**src/rtl/sgm_pkg.sv**
```systemverilog
package sgm_pkg;
  localparam int BANK_BITS    = 32;
  localparam int DIV_W        = 16;
  localparam int CNT_W        = 5;
  localparam int CTRL_DIV_LSB = 16;
  localparam int CTRL_CNT_LSB = 6;
  localparam int CTRL_EN_BIT  = 0;

  typedef enum logic [1:0] {
    ST_IDLE  = 2'd0,
    ST_LOAD  = 2'd1,
    ST_SHIFT = 2'd2
  } sgm_state_e;
endpackage

```
**src/rtl/sgm_clkdiv.sv**
```systemverilog
module sgm_clkdiv #(
  parameter int DIV_W = 16
) (
  input  logic             clk,
  input  logic             rst_n,
  input  logic             run,
  input  logic [DIV_W-1:0] div,
  output logic             tick
);
  logic [DIV_W-1:0] cnt;

  always_ff @(posedge clk or negedge rst_n) begin
    if (!rst_n) cnt <= '0;
    else if (!run) cnt <= '0;
    else if (cnt == div) cnt <= '0;
    else cnt <= cnt + 1'b1;
  end

  assign tick = run && (cnt == div);

  // half-period counter never passes the latched divider
  assert_cnt_bound_R5: assert property (@(posedge clk) disable iff (!rst_n)
    run |-> (cnt <= div));
endmodule

```
**src/rtl/sgm_frame.sv**
```systemverilog
module sgm_frame import sgm_pkg::*; #(
  parameter int NUM_BANKS = 2,
  localparam int POS   = NUM_BANKS * BANK_BITS,
  localparam int POS_W = $clog2(POS)
) (
  input  logic             clk,
  input  logic             rst_n,
  input  logic             en,
  input  logic [CNT_W-1:0] cnt,
  input  logic [DIV_W-1:0] div,
  input  logic [POS-1:0]   out_lat,
  input  logic             din,
  output logic             sclk,
  output logic             load,
  output logic             dout,
  output logic [POS-1:0]   cap_data,
  output logic             cap_stb
);
  localparam logic [CNT_W+3:0] POS_V = (CNT_W+4)'(POS);

  sgm_state_e       st;
  logic [POS_W-1:0] pos, pos_nx, last_l, last_n;
  logic [DIV_W-1:0] div_l;
  logic [POS-1:0]   shreg;
  logic [CNT_W+3:0] npos_raw, npos_c;
  logic             tick;

  always_comb begin
    npos_raw = {1'b0, cnt, 3'b000};
    npos_c   = (npos_raw > POS_V) ? POS_V : npos_raw;
    last_n   = POS_W'(npos_c - 1'b1);
    pos_nx   = pos + 1'b1;
  end

  sgm_clkdiv #(.DIV_W(DIV_W)) u_div (
    .clk  (clk),
    .rst_n(rst_n),
    .run  (st == ST_SHIFT),
    .div  (div_l),
    .tick (tick)
  );

  assign cap_data = shreg;

  always_ff @(posedge clk or negedge rst_n) begin
    if (!rst_n) begin
      st      <= ST_IDLE;
      sclk    <= 1'b1;
      load    <= 1'b1;
      dout    <= 1'b0;
      pos     <= '0;
      last_l  <= '0;
      div_l   <= '0;
      shreg   <= '0;
      cap_stb <= 1'b0;
    end else begin
      cap_stb <= 1'b0;
      case (st)
        ST_IDLE: begin
          sclk <= 1'b1;
          load <= 1'b1;
          dout <= 1'b0;
          if (en && (cnt != '0)) begin
            st     <= ST_LOAD;
            load   <= 1'b0;
            last_l <= last_n;
            div_l  <= div;
          end
        end
        ST_LOAD: begin
          load <= 1'b1;
          if (!en) begin
            st <= ST_IDLE;
          end else begin
            st    <= ST_SHIFT;
            sclk  <= 1'b0;
            pos   <= '0;
            dout  <= out_lat[0];
            shreg <= '0;
          end
        end
        ST_SHIFT: begin
          if (!en) begin
            st   <= ST_IDLE;
            sclk <= 1'b1;
            load <= 1'b1;
            dout <= 1'b0;
          end else if (tick) begin
            if (!sclk) begin
              sclk       <= 1'b1;
              shreg[pos] <= din;
            end else if (pos == last_l) begin
              cap_stb <= 1'b1;
              if (cnt != '0) begin
                st     <= ST_LOAD;
                load   <= 1'b0;
                last_l <= last_n;
                div_l  <= div;
              end else begin
                st <= ST_IDLE;
              end
            end else begin
              pos  <= pos_nx;
              sclk <= 1'b0;
              dout <= out_lat[pos_nx];
            end
          end
        end
        default: st <= ST_IDLE;
      endcase
    end
  end

  // load strobe lasts a single cycle
  assert_load_pulse_R3: assert property (@(posedge clk) disable iff (!rst_n)
    !load |=> load);
  // serial clock is high while load is asserted
  assert_load_clk_high_R3: assert property (@(posedge clk) disable iff (!rst_n)
    !load |-> sclk);
  // shift position stays inside the latched chain length
  assert_pos_range_R4: assert property (@(posedge clk) disable iff (!rst_n)
    (st == ST_SHIFT) |-> (pos <= last_l));
  // disabled block keeps both strobes idle-high
  assert_idle_when_off_R10: assert property (@(posedge clk) disable iff (!rst_n)
    !en |=> (sclk && load));
endmodule

```
**src/rtl/sgm_regs.sv**
```systemverilog
module sgm_regs import sgm_pkg::*; #(
  parameter int NUM_BANKS = 2,
  parameter int ADDR_W    = 6,
  localparam int POS = NUM_BANKS * BANK_BITS
) (
  input  logic              clk,
  input  logic              rst_n,
  input  logic              bus_wr,
  input  logic              bus_rd,
  input  logic [ADDR_W-1:0] bus_addr,
  input  logic [31:0]       bus_wdata,
  output logic [31:0]       bus_rdata,
  output logic              ctrl_en,
  output logic [CNT_W-1:0]  ctrl_cnt,
  output logic [DIV_W-1:0]  ctrl_div,
  output logic [POS-1:0]    out_lat,
  input  logic [POS-1:0]    cap_data,
  input  logic              cap_stb
);
  localparam logic [ADDR_W-1:0] CTRL_ADDR = '1;

  logic [POS-1:0] in_reg;
  logic [31:0]    rd_mux;

  always_ff @(posedge clk or negedge rst_n) begin
    if (!rst_n) begin
      ctrl_en  <= 1'b0;
      ctrl_cnt <= '0;
      ctrl_div <= '0;
    end else if (bus_wr && bus_addr == CTRL_ADDR) begin
      ctrl_en  <= bus_wdata[CTRL_EN_BIT];
      ctrl_cnt <= bus_wdata[CTRL_CNT_LSB +: CNT_W];
      ctrl_div <= bus_wdata[CTRL_DIV_LSB +: DIV_W];
    end
  end

  always_ff @(posedge clk or negedge rst_n) begin
    if (!rst_n) begin
      out_lat <= '0;
    end else if (bus_wr) begin
      for (int b = 0; b < NUM_BANKS; b++) begin
        if (bus_addr == ADDR_W'(2 * b)) out_lat[b*BANK_BITS +: BANK_BITS] <= bus_wdata;
      end
    end
  end

  always_ff @(posedge clk or negedge rst_n) begin
    if (!rst_n) in_reg <= '0;
    else if (cap_stb) in_reg <= cap_data;
  end

  always_comb begin
    rd_mux = '0;
    if (bus_addr == CTRL_ADDR) begin
      rd_mux[CTRL_DIV_LSB +: DIV_W] = ctrl_div;
      rd_mux[CTRL_CNT_LSB +: CNT_W] = ctrl_cnt;
      rd_mux[CTRL_EN_BIT]           = ctrl_en;
    end
    for (int b = 0; b < NUM_BANKS; b++) begin
      if (bus_addr == ADDR_W'(2 * b))     rd_mux = in_reg[b*BANK_BITS +: BANK_BITS];
      if (bus_addr == ADDR_W'(2 * b + 1)) rd_mux = out_lat[b*BANK_BITS +: BANK_BITS];
    end
  end

  always_ff @(posedge clk or negedge rst_n) begin
    if (!rst_n) bus_rdata <= '0;
    else if (bus_rd) bus_rdata <= rd_mux;
  end

  for (genvar g = 0; g < NUM_BANKS; g++) begin : g_bank_chk
    // writing a readback address leaves the latches alone
    assert_ro_readback_R9: assert property (@(posedge clk) disable iff (!rst_n)
      (bus_wr && bus_addr == ADDR_W'(2 * g + 1)) |=> $stable(out_lat[g*BANK_BITS +: BANK_BITS]));
  end

  // captured inputs change only on a completed-frame strobe
  assert_capture_atomic_R8: assert property (@(posedge clk) disable iff (!rst_n)
    !cap_stb |=> $stable(in_reg));
endmodule

```
**src/rtl/sgm_master.sv**
```systemverilog
module sgm_master import sgm_pkg::*; #(
  parameter int NUM_BANKS = 2,
  parameter int ADDR_W    = 6
) (
  input  logic              clk,
  input  logic              rst_n,
  input  logic              bus_wr,
  input  logic              bus_rd,
  input  logic [ADDR_W-1:0] bus_addr,
  input  logic [31:0]       bus_wdata,
  output logic [31:0]       bus_rdata,
  output logic              sg_clk,
  output logic              sg_load,
  output logic              sg_dout,
  input  logic              sg_din
);
  localparam int POS = NUM_BANKS * BANK_BITS;

  logic             ctrl_en, cap_stb;
  logic [CNT_W-1:0] ctrl_cnt;
  logic [DIV_W-1:0] ctrl_div;
  logic [POS-1:0]   out_lat, cap_data;

  sgm_regs #(.NUM_BANKS(NUM_BANKS), .ADDR_W(ADDR_W)) u_regs (
    .clk      (clk),
    .rst_n    (rst_n),
    .bus_wr   (bus_wr),
    .bus_rd   (bus_rd),
    .bus_addr (bus_addr),
    .bus_wdata(bus_wdata),
    .bus_rdata(bus_rdata),
    .ctrl_en  (ctrl_en),
    .ctrl_cnt (ctrl_cnt),
    .ctrl_div (ctrl_div),
    .out_lat  (out_lat),
    .cap_data (cap_data),
    .cap_stb  (cap_stb)
  );

  sgm_frame #(.NUM_BANKS(NUM_BANKS)) u_frame (
    .clk     (clk),
    .rst_n   (rst_n),
    .en      (ctrl_en),
    .cnt     (ctrl_cnt),
    .div     (ctrl_div),
    .out_lat (out_lat),
    .din     (sg_din),
    .sclk    (sg_clk),
    .load    (sg_load),
    .dout    (sg_dout),
    .cap_data(cap_data),
    .cap_stb (cap_stb)
  );
endmodule

```
**config.mk**
```make
export PLATFORM = sky130hd
export DESIGN_NAME = sgm_master
export DESIGN_NICKNAME = d
export VERILOG_FILES = /design/src/rtl/sgm_pkg.sv /design/src/rtl/sgm_clkdiv.sv /design/src/rtl/sgm_frame.sv /design/src/rtl/sgm_regs.sv /design/src/rtl/sgm_master.sv
export SDC_FILE = /design/constraint.sdc
export NUM_CORES = 1
export LEC_CHECK = 0
export BUFFER_PORTS_ARGS = -buffer_cell sky130_fd_sc_hd__buf_2
export CORE_MARGIN = 3
export CORE_UTILIZATION = 60
export DETAILED_ROUTE_END_ITERATION = 10
export HOLD_SLACK_MARGIN = 0.05
export PLACE_DENSITY = 0.77
export RECOVER_POWER = 25
export SETUP_SLACK_MARGIN = 0.4
export SYNTH_ARGS = -nofsm -noshare
export SYNTH_HDL_FRONTEND = slang
export SYNTH_HIERARCHICAL = 1
export SYNTH_SLANG_ARGS = --single-unit
```
**constraint.sdc**
```tcl
create_clock -name clk -period 5 [get_ports clk]
set_clock_uncertainty 0.2 [all_clocks]
set_input_delay 0.5 -clock clk [delete_from_list [all_inputs] [get_ports clk]]
set_output_delay 0.5 -clock clk [all_outputs]
set_load 0.02 [all_outputs]
```
# --- Word level (Yosys, flattened, before mapping) ---
# Cells that the tools add are included.
word_totals:
  regBits: 296
  latch_bits: 0
  ram_bits: 0
  mem_bits_ro: 0
  out_inout_bits: 35
  memories: 0
op_classes:
  addsub: 3
  multipliers: 0
  n_div: 0
  n_lt_le_gt_ge: 4
  n_eq_ne: 22
  shift: 0
  mux: 71
  n_bitwise: 0
  n_reduce_logical: 19
op_table:
  columns: ["operator", "n"]
  rows:
  - ["$mux W64", 4]
  - ["$mux W16", 9]
  - ["$mux W32", 4]
  - ["$pmux W64 S2", 1]
  - ["$mux W6", 12]
  - ["$bwmux W64", 1]
  - ["$pmux W16 S2", 1]
  - ["$mux W1", 24]
  - ["$pmux W6 S2", 2]
  - ["$add A16 B1 Y16 const B", 1]
  - ["$eq A16 B16 Y1", 1]
  - ["$reduce_and A5 Y1", 3]
  - ["$lt A6 B7 Y1 const B", 2]
  - ["$eq A6 B2 Y1 const B", 2]
  - ["$mux W2", 6]
  - ["$ne A3 B2 Y1 const B", 4]
  - ["$ne A2 B1 Y1 const B", 5]
  - ["$pmux W1 S3", 3]
  - ["$gt A8 B7 Y1 const B", 1]
  - ["$ne A2 B2 Y1 const B", 4]
  - ["$reduce_and A7 Y1", 1]
  - ["$add A6 B1 Y6 const B", 1]
  - ["$bmux W1 S6", 1]
  - ["$demux W1 S6", 1]
  - ["20 further kinds", 25]

# --- Depth between registers and ports, before layout ---
logic_depth:
  word_depth: 9
  depth_mapped: 10
  depth_no_buf: 10

# --- Hierarchy ---
# The synthesis kept the hierarchy.
modules_own_cells:
  columns: ["mod", "instances", "cells_each", "area_each_um2"]
  rows:
  - ["sgm_regs", 1, 654, 8252.9]
  - ["sgm_frame", 1, 515, 5360.1]
  - ["sgm_clkdiv", 1, 99, 983.4]

# --- Worst setup path after synthesis ---
# No wires, ideal clock.
synth_timing:
  path_kind: "flip-flop to flip-flop"
  startpoint: "register u_frame.pos[0]"
  endpoint: "register u_frame.dout"
  setup_time_ns: 0.128
  arrival_time_ns: 2.359
  required_time_ns: 4.672
  setup_slack_ns: 2.313
  path_stages_with_launch: 9
  cell_sequence: "dfrtp_1 -> ha_1 -> clkbuf_1 -> buf_2 -> mux4_2 -> nand2_1 -> nand3_1 -> nor3_1 -> o41ai_1"
synth_between:
  elab_chain_cells: 8
  word_cells_on_any_way: 11
synth_rtl:
  columns: ["element", "line", "source"]
  rows:
  - ["start, declared", "sgm_frame.sv:22", "logic [POS_W-1:0] pos, pos_nx, last_l, last_n;"]
  - ["start signal, assigned", "sgm_frame.sv:103", "pos <= pos_nx;"]
  - ["$add A6 B1 Y6", "sgm_frame.sv:32", "pos_nx = pos + 1'b1;"]
  - ["$bmux W1 S6", "sgm_frame.sv:105", "dout <= out_lat[pos_nx];"]
  - ["$mux W1 (not written as such)", "sgm_frame.sv:105", null]
  - ["$mux W1", "sgm_frame.sv:92", "end else if (pos == last_l) begin"]
  - ["$mux W1", "sgm_frame.sv:89", "if (!sclk) begin"]
  - ["$mux W1", "sgm_frame.sv:88", "end else if (tick) begin"]
  - ["$mux W1", "sgm_frame.sv:83", "if (!en) begin"]
  - ["$pmux W1 S3", "sgm_frame.sv:58", "case (st)"]
  - ["end signal, assigned", "sgm_frame.sv:78", "dout <= out_lat[0];"]
  - ["end signal, assigned", "sgm_frame.sv:105", null]
  - ["end, declared", "sgm_frame.sv:15", "output logic dout,"]
# Several ways; a longest one is shown, not always the timed one. The select of a mux whose other input is x is not followed.
# A chain may end at the register's enable or synchronous reset.

# --- Worst setup path in the final report ---
layout_timing:
  startpoint: "register u_frame.st[0]"
  endpoint: "register u_frame.shreg[36] (netlist: u_frame/cap_data[36])"
layout_between:
  elab_chain_cells: 4
  word_cells_on_any_way: 10
layout_rtl:
  columns: ["element", "line", "source"]
  rows:
  - ["start, declared", "sgm_frame.sv:21", "sgm_state_e st;"]
  - ["start signal, assigned", "sgm_frame.sv:47", "st <= ST_IDLE;"]
  - ["start signal, assigned", "sgm_frame.sv:64", "st <= ST_LOAD;"]
  - ["start signal, assigned", "sgm_frame.sv:73", "st <= ST_IDLE;"]
  - ["$eq A2 B2 Y1", "sgm_frame.sv:38", ".run (st == ST_SHIFT),"]
  - ["$logic_and A1 B1 Y1", "sgm_clkdiv.sv:19", "assign tick = run && (cnt == div);"]
  - ["named net u_frame.tick", "sgm_frame.sv:26", "logic tick;"]
  - ["$ne A2 B1 Y1 (no source line)", null, null]
  - ["$reduce_and A5 Y1 (no source line)", null, null]
  - ["end signal, assigned by index", "sgm_frame.sv:91", "shreg[pos] <= din;"]
  - ["end, declared", "sgm_frame.sv:24", "logic [POS-1:0] shreg;"]
# The timed path passes the listed nets, and every way through them passes these cells.

==> metrics.md <==
| Metric | Value |
|---|---|
| Critical path class | register to register |
| Crit path cell chain | inv_1 -> ha_2 -> and3_1 -> and3b_1 -> o21ai_4 -> nor2_1 -> nand3_1 -> o21ai_0 -> a22o_1 |
| Root buffer cell | clkbuf_16 |
| Post-detail-place hpwl | 26600 um |
| Main combinational cell family by area after synthesis | multiplexers |
| Critical path launch point type | register |
| Slowest cell on crit path | ha_2 |
| FMAX | 284 MHz |
| Max stage delay on crit path | 590 ps |
| Post-Synth XOR/XNOR Area | 1.98% |
| Synth Area in Compound Gates | 15.2% |
| Core area | 23700 um2 |
| Routed len/inst | 24.2 um |
| GPL Wtd Cong | 0.886 |
| Setup TNS after final layout | 0 ps |
| Final Hold Vio Count | 0 |
| Cells after DPL | 1579 |
| Worst-skew pair later-pin latency | 580 ps |
| Post-synth EDFFs | 0 |
| GRT overflow | 0 |
| First-pass GRT wire length | 62400 um |
| Critical Path End Type | register |
| Synthesis warning total | 6 |
| CTS Sinks | 294 |
| FF-to-FF Start | u_frame/st[0] |
| Max Slew Vio Count | 86 |
| Via count of the first global-routing pass | 10.7k |
| Synth Cell Area | 14600 um2 |
| Adder-cell share of the synthesized area | 0.600% |
| Via density | 6.56 |
| Final worst path period share | 70.4% |
| Layout Cells excl Fill | 1666 |
| Worst vdd rail ir drop | 0.315 mV |
| Worst Setup Slack post-DPL | 1570 ps |
| Hold path start | bus_wdata[28] |
| Fraction of layout cells with a size suffix above 1 | 24.9% |
| Ant diodes | 0 |
| Initial Util | 61.6% |
| Synth Register Bits | 294 |
| # Post-CTS Setup Buffers | 0 |
| PortBufs | 77 |
| Vias | 10.9k |
| Critical path fanouts, max | 30 |
| Outcome | complete, but fails checks |
| Global Route Usage Sum | 30.5% |
| Die Ht | 162 um |
| R2R Setup Slk | 1480 ps |
| CP arrival | 3840 ps |
| FF/Latch Area | 7360 um2 |
| Clock tree buffer depth | 3 |
| CTS tree | built |
| Die W | 162 um |
| Multi-input combinational cell area | 6540 um2 |
| Endpoints failing setup | 0 |
| R2R Path End | u_frame/cap_data[36] |
| Row count | 56 |
| Syn Area/Cell | 11.5 um2 |
| Remaining DRCs | 0 |
| Worst min-delay path class | input port to register |
| Gate Count Post-Synth | 1268 |
| Failing checks | max-capacitance violations, max-slew violations |
| RSZ-0062 raised after global routing | no |
| Power per cell area | 365 nW/um2 |
| Min cycle time layout | 3520 ps |
| Area Growth Syn to Fin | 11.5% |
| I/O pins | 78 |
| Worst hold path depth | 2 |
| Leak | 7.19 nW |
| Detail Route Antenna Nets | 0 |
| Post-synthesis simple-gate area fraction | 9.70% |
| Worst Hold End | u_regs/out_lat[60] |
| Clock-pin slew on the worst setup and hold paths | 60 ps |
| Total die area | 26200 um2 |
| Layout Nets | 1373 |
| Max_slew headroom | -52.3% |
| Router iterations before antenna repair | 5 |
| Max H-tree Level | 1 |
| Initial antenna violation count | 0 |
| Register area share after synthesis | 50.4% |
| Slew @ Worst Pin | 2290 ps |
| Syn_nets | 1318 |
| Unique masters post-synth | 79 |
| Critical Path RT | 5320 ps |
| Post-synthesis mux area share | 17.2% |
| Ys flop type | dfrtp_1 |
| Post-route setup slack | 1480 ps |
| Number of fill cells | 1751 |
| Iteration-0 DRC Markers | 1269 |
| CTS Buf Count | 30 |
| Max-cap violation count | 1 |
| Async S/R FF share, synth | 100% |
| Largest net degree at the start of global routing | 104 |
| Total chip power | 5.94 mW |
| Final Util | 68.7% |
| FF-to-FF path depth | 9 |
| Final wirelength | 40300 um |
==> cells in the mapped netlist, drive strengths merged (7+ instances only) <==
master,instances,area share (%)
a211oi,11,0.67
a21oi,10,0.37
a221o,9,0.62
a22o,71,4.3
a2bb2oi,12,0.72
a31oi,12,0.51
and3,8,0.36
buf,29,1.4
clkbuf,66,2.3
dfrtp,292,50
ha,7,0.60
inv,37,0.95
mux2,160,13
mux2i,8,0.63
mux4,26,4.0
nand2,75,1.9
nand2b,10,0.43
nand3,34,1.2
nand4,12,0.56
nor2,64,1.8
nor3,37,1.3
o21ai,164,5.6
o221a,9,0.69
o31ai,7,0.36
o32ai,10,0.60
or3,8,0.35
xnor2,23,1.4
xor2,10,0.60
==> cells in the final DEF (no fill, tap or decap), drive strengths merged, types with 8 or more instances in the layout <==
master | netlist | routed
and3 | 8 | 8
nor3 | 37 | 37
nand2 | 75 | 75
nand4 | 12 | 12
nor2 | 64 | 64
inv | 37 | 37
a2bb2oi | 12 | 12
a22o | 71 | 71
mux4 | 26 | 26
o21ai | 164 | 164
o32ai | 10 | 10
dfrtp | 292 | 292
nand2b | 10 | 10
a221o | 9 | 9
a211oi | 11 | 11
dlygate4sd3 | 1 | 31
clkbuf | 66 | 69
a21oi | 10 | 10
xnor2 | 23 | 23
o221a | 9 | 9
a31oi | 12 | 12
buf | 29 | 67
xor2 | 10 | 10
mux2 | 160 | 160
or3 | 8 | 8
mux2i | 8 | 8
nand3 | 34 | 34
==> per-layer routing <==
layer,vias to the layer above,wire (um),global-route usage [%]
met2,560,18600,47.9
met3,112,2720,3.70
met1,5496,16600,42.9
li1,4758,-,-
met4,0,2320,14.6
met5,-,0,0
==> logic make-up (layout without fill, tap and decap cells) <==
group           after synthesis  count (layout)
buf+inv                     136             215
flops                       294             294
xor+xnor                     33              33
simple gates                279             279
fa+ha+maj                     7               7
compound gates              325             325
mux                         194             194
==> per-stage QoR <==
step / area, um2 / hold slack (ps)
6_report: 16300 / 53.6
5_1_grt: 16300 / 53.1
4_1_cts: 16300 / 52.5
3_5_place_dp: 14900 / 294
3_3_place_gp: 14900 / 286
2_1_floorplan: 14600 / 4.41
==> worst max-delay path, delay by kind of cell (launching register included) <==
| kind | cells | cell delay (ps) |
|---|---|---|
| simple gates | 4 | 1470 |
| compound gates | 3 | 700 |
| fa+ha+maj | 1 | 590 |
| flops | 1 | 410 |
| buf+inv | 1 | 100 |
==> how the worst max path moves through the flow <==
stage,start,end,slack [ps],cells past startpoint
2_1_floorplan,u_frame/pos[0],u_frame/dout,2310,8
3_3_place_gp,u_frame/st[0],u_frame/cap_data[36],1650,9
3_5_place_dp,u_frame/pos[0],u_frame/dout,1570,6
4_1_cts,u_frame/pos[0],u_frame/dout,1540,6
5_1_grt,u_frame/pos[0],u_frame/dout,1300,6
6_report,u_frame/st[0],u_frame/cap_data[36],1480,9
==> final cells by class <==
type | count | share of cell area [%]
timing repair buffer | 121 | 4.78
multi-input combinational | 838 | 40.2
clock buffer | 46 | 5.54
clock inverter | 10 | 0.938
inverter | 38 | 0.877
tap | 319 | 2.45
sequential | 294 | 45.2
==> report_power, final <==
group / internal, mW / switching (mW)
Clock: 1.40 / 0.939
Sequential: 2.56 / 0.174
Combinational: 0.370 / 0.504
Total: 4.33 / 1.62
==> timing repair <==
item                                   CTS  global route
endpoints found under the hold margin  158             0
resized for setup                        0             0
hold buffers                            31             0
No activity file was read; power rests on OpenSTA's default activity.
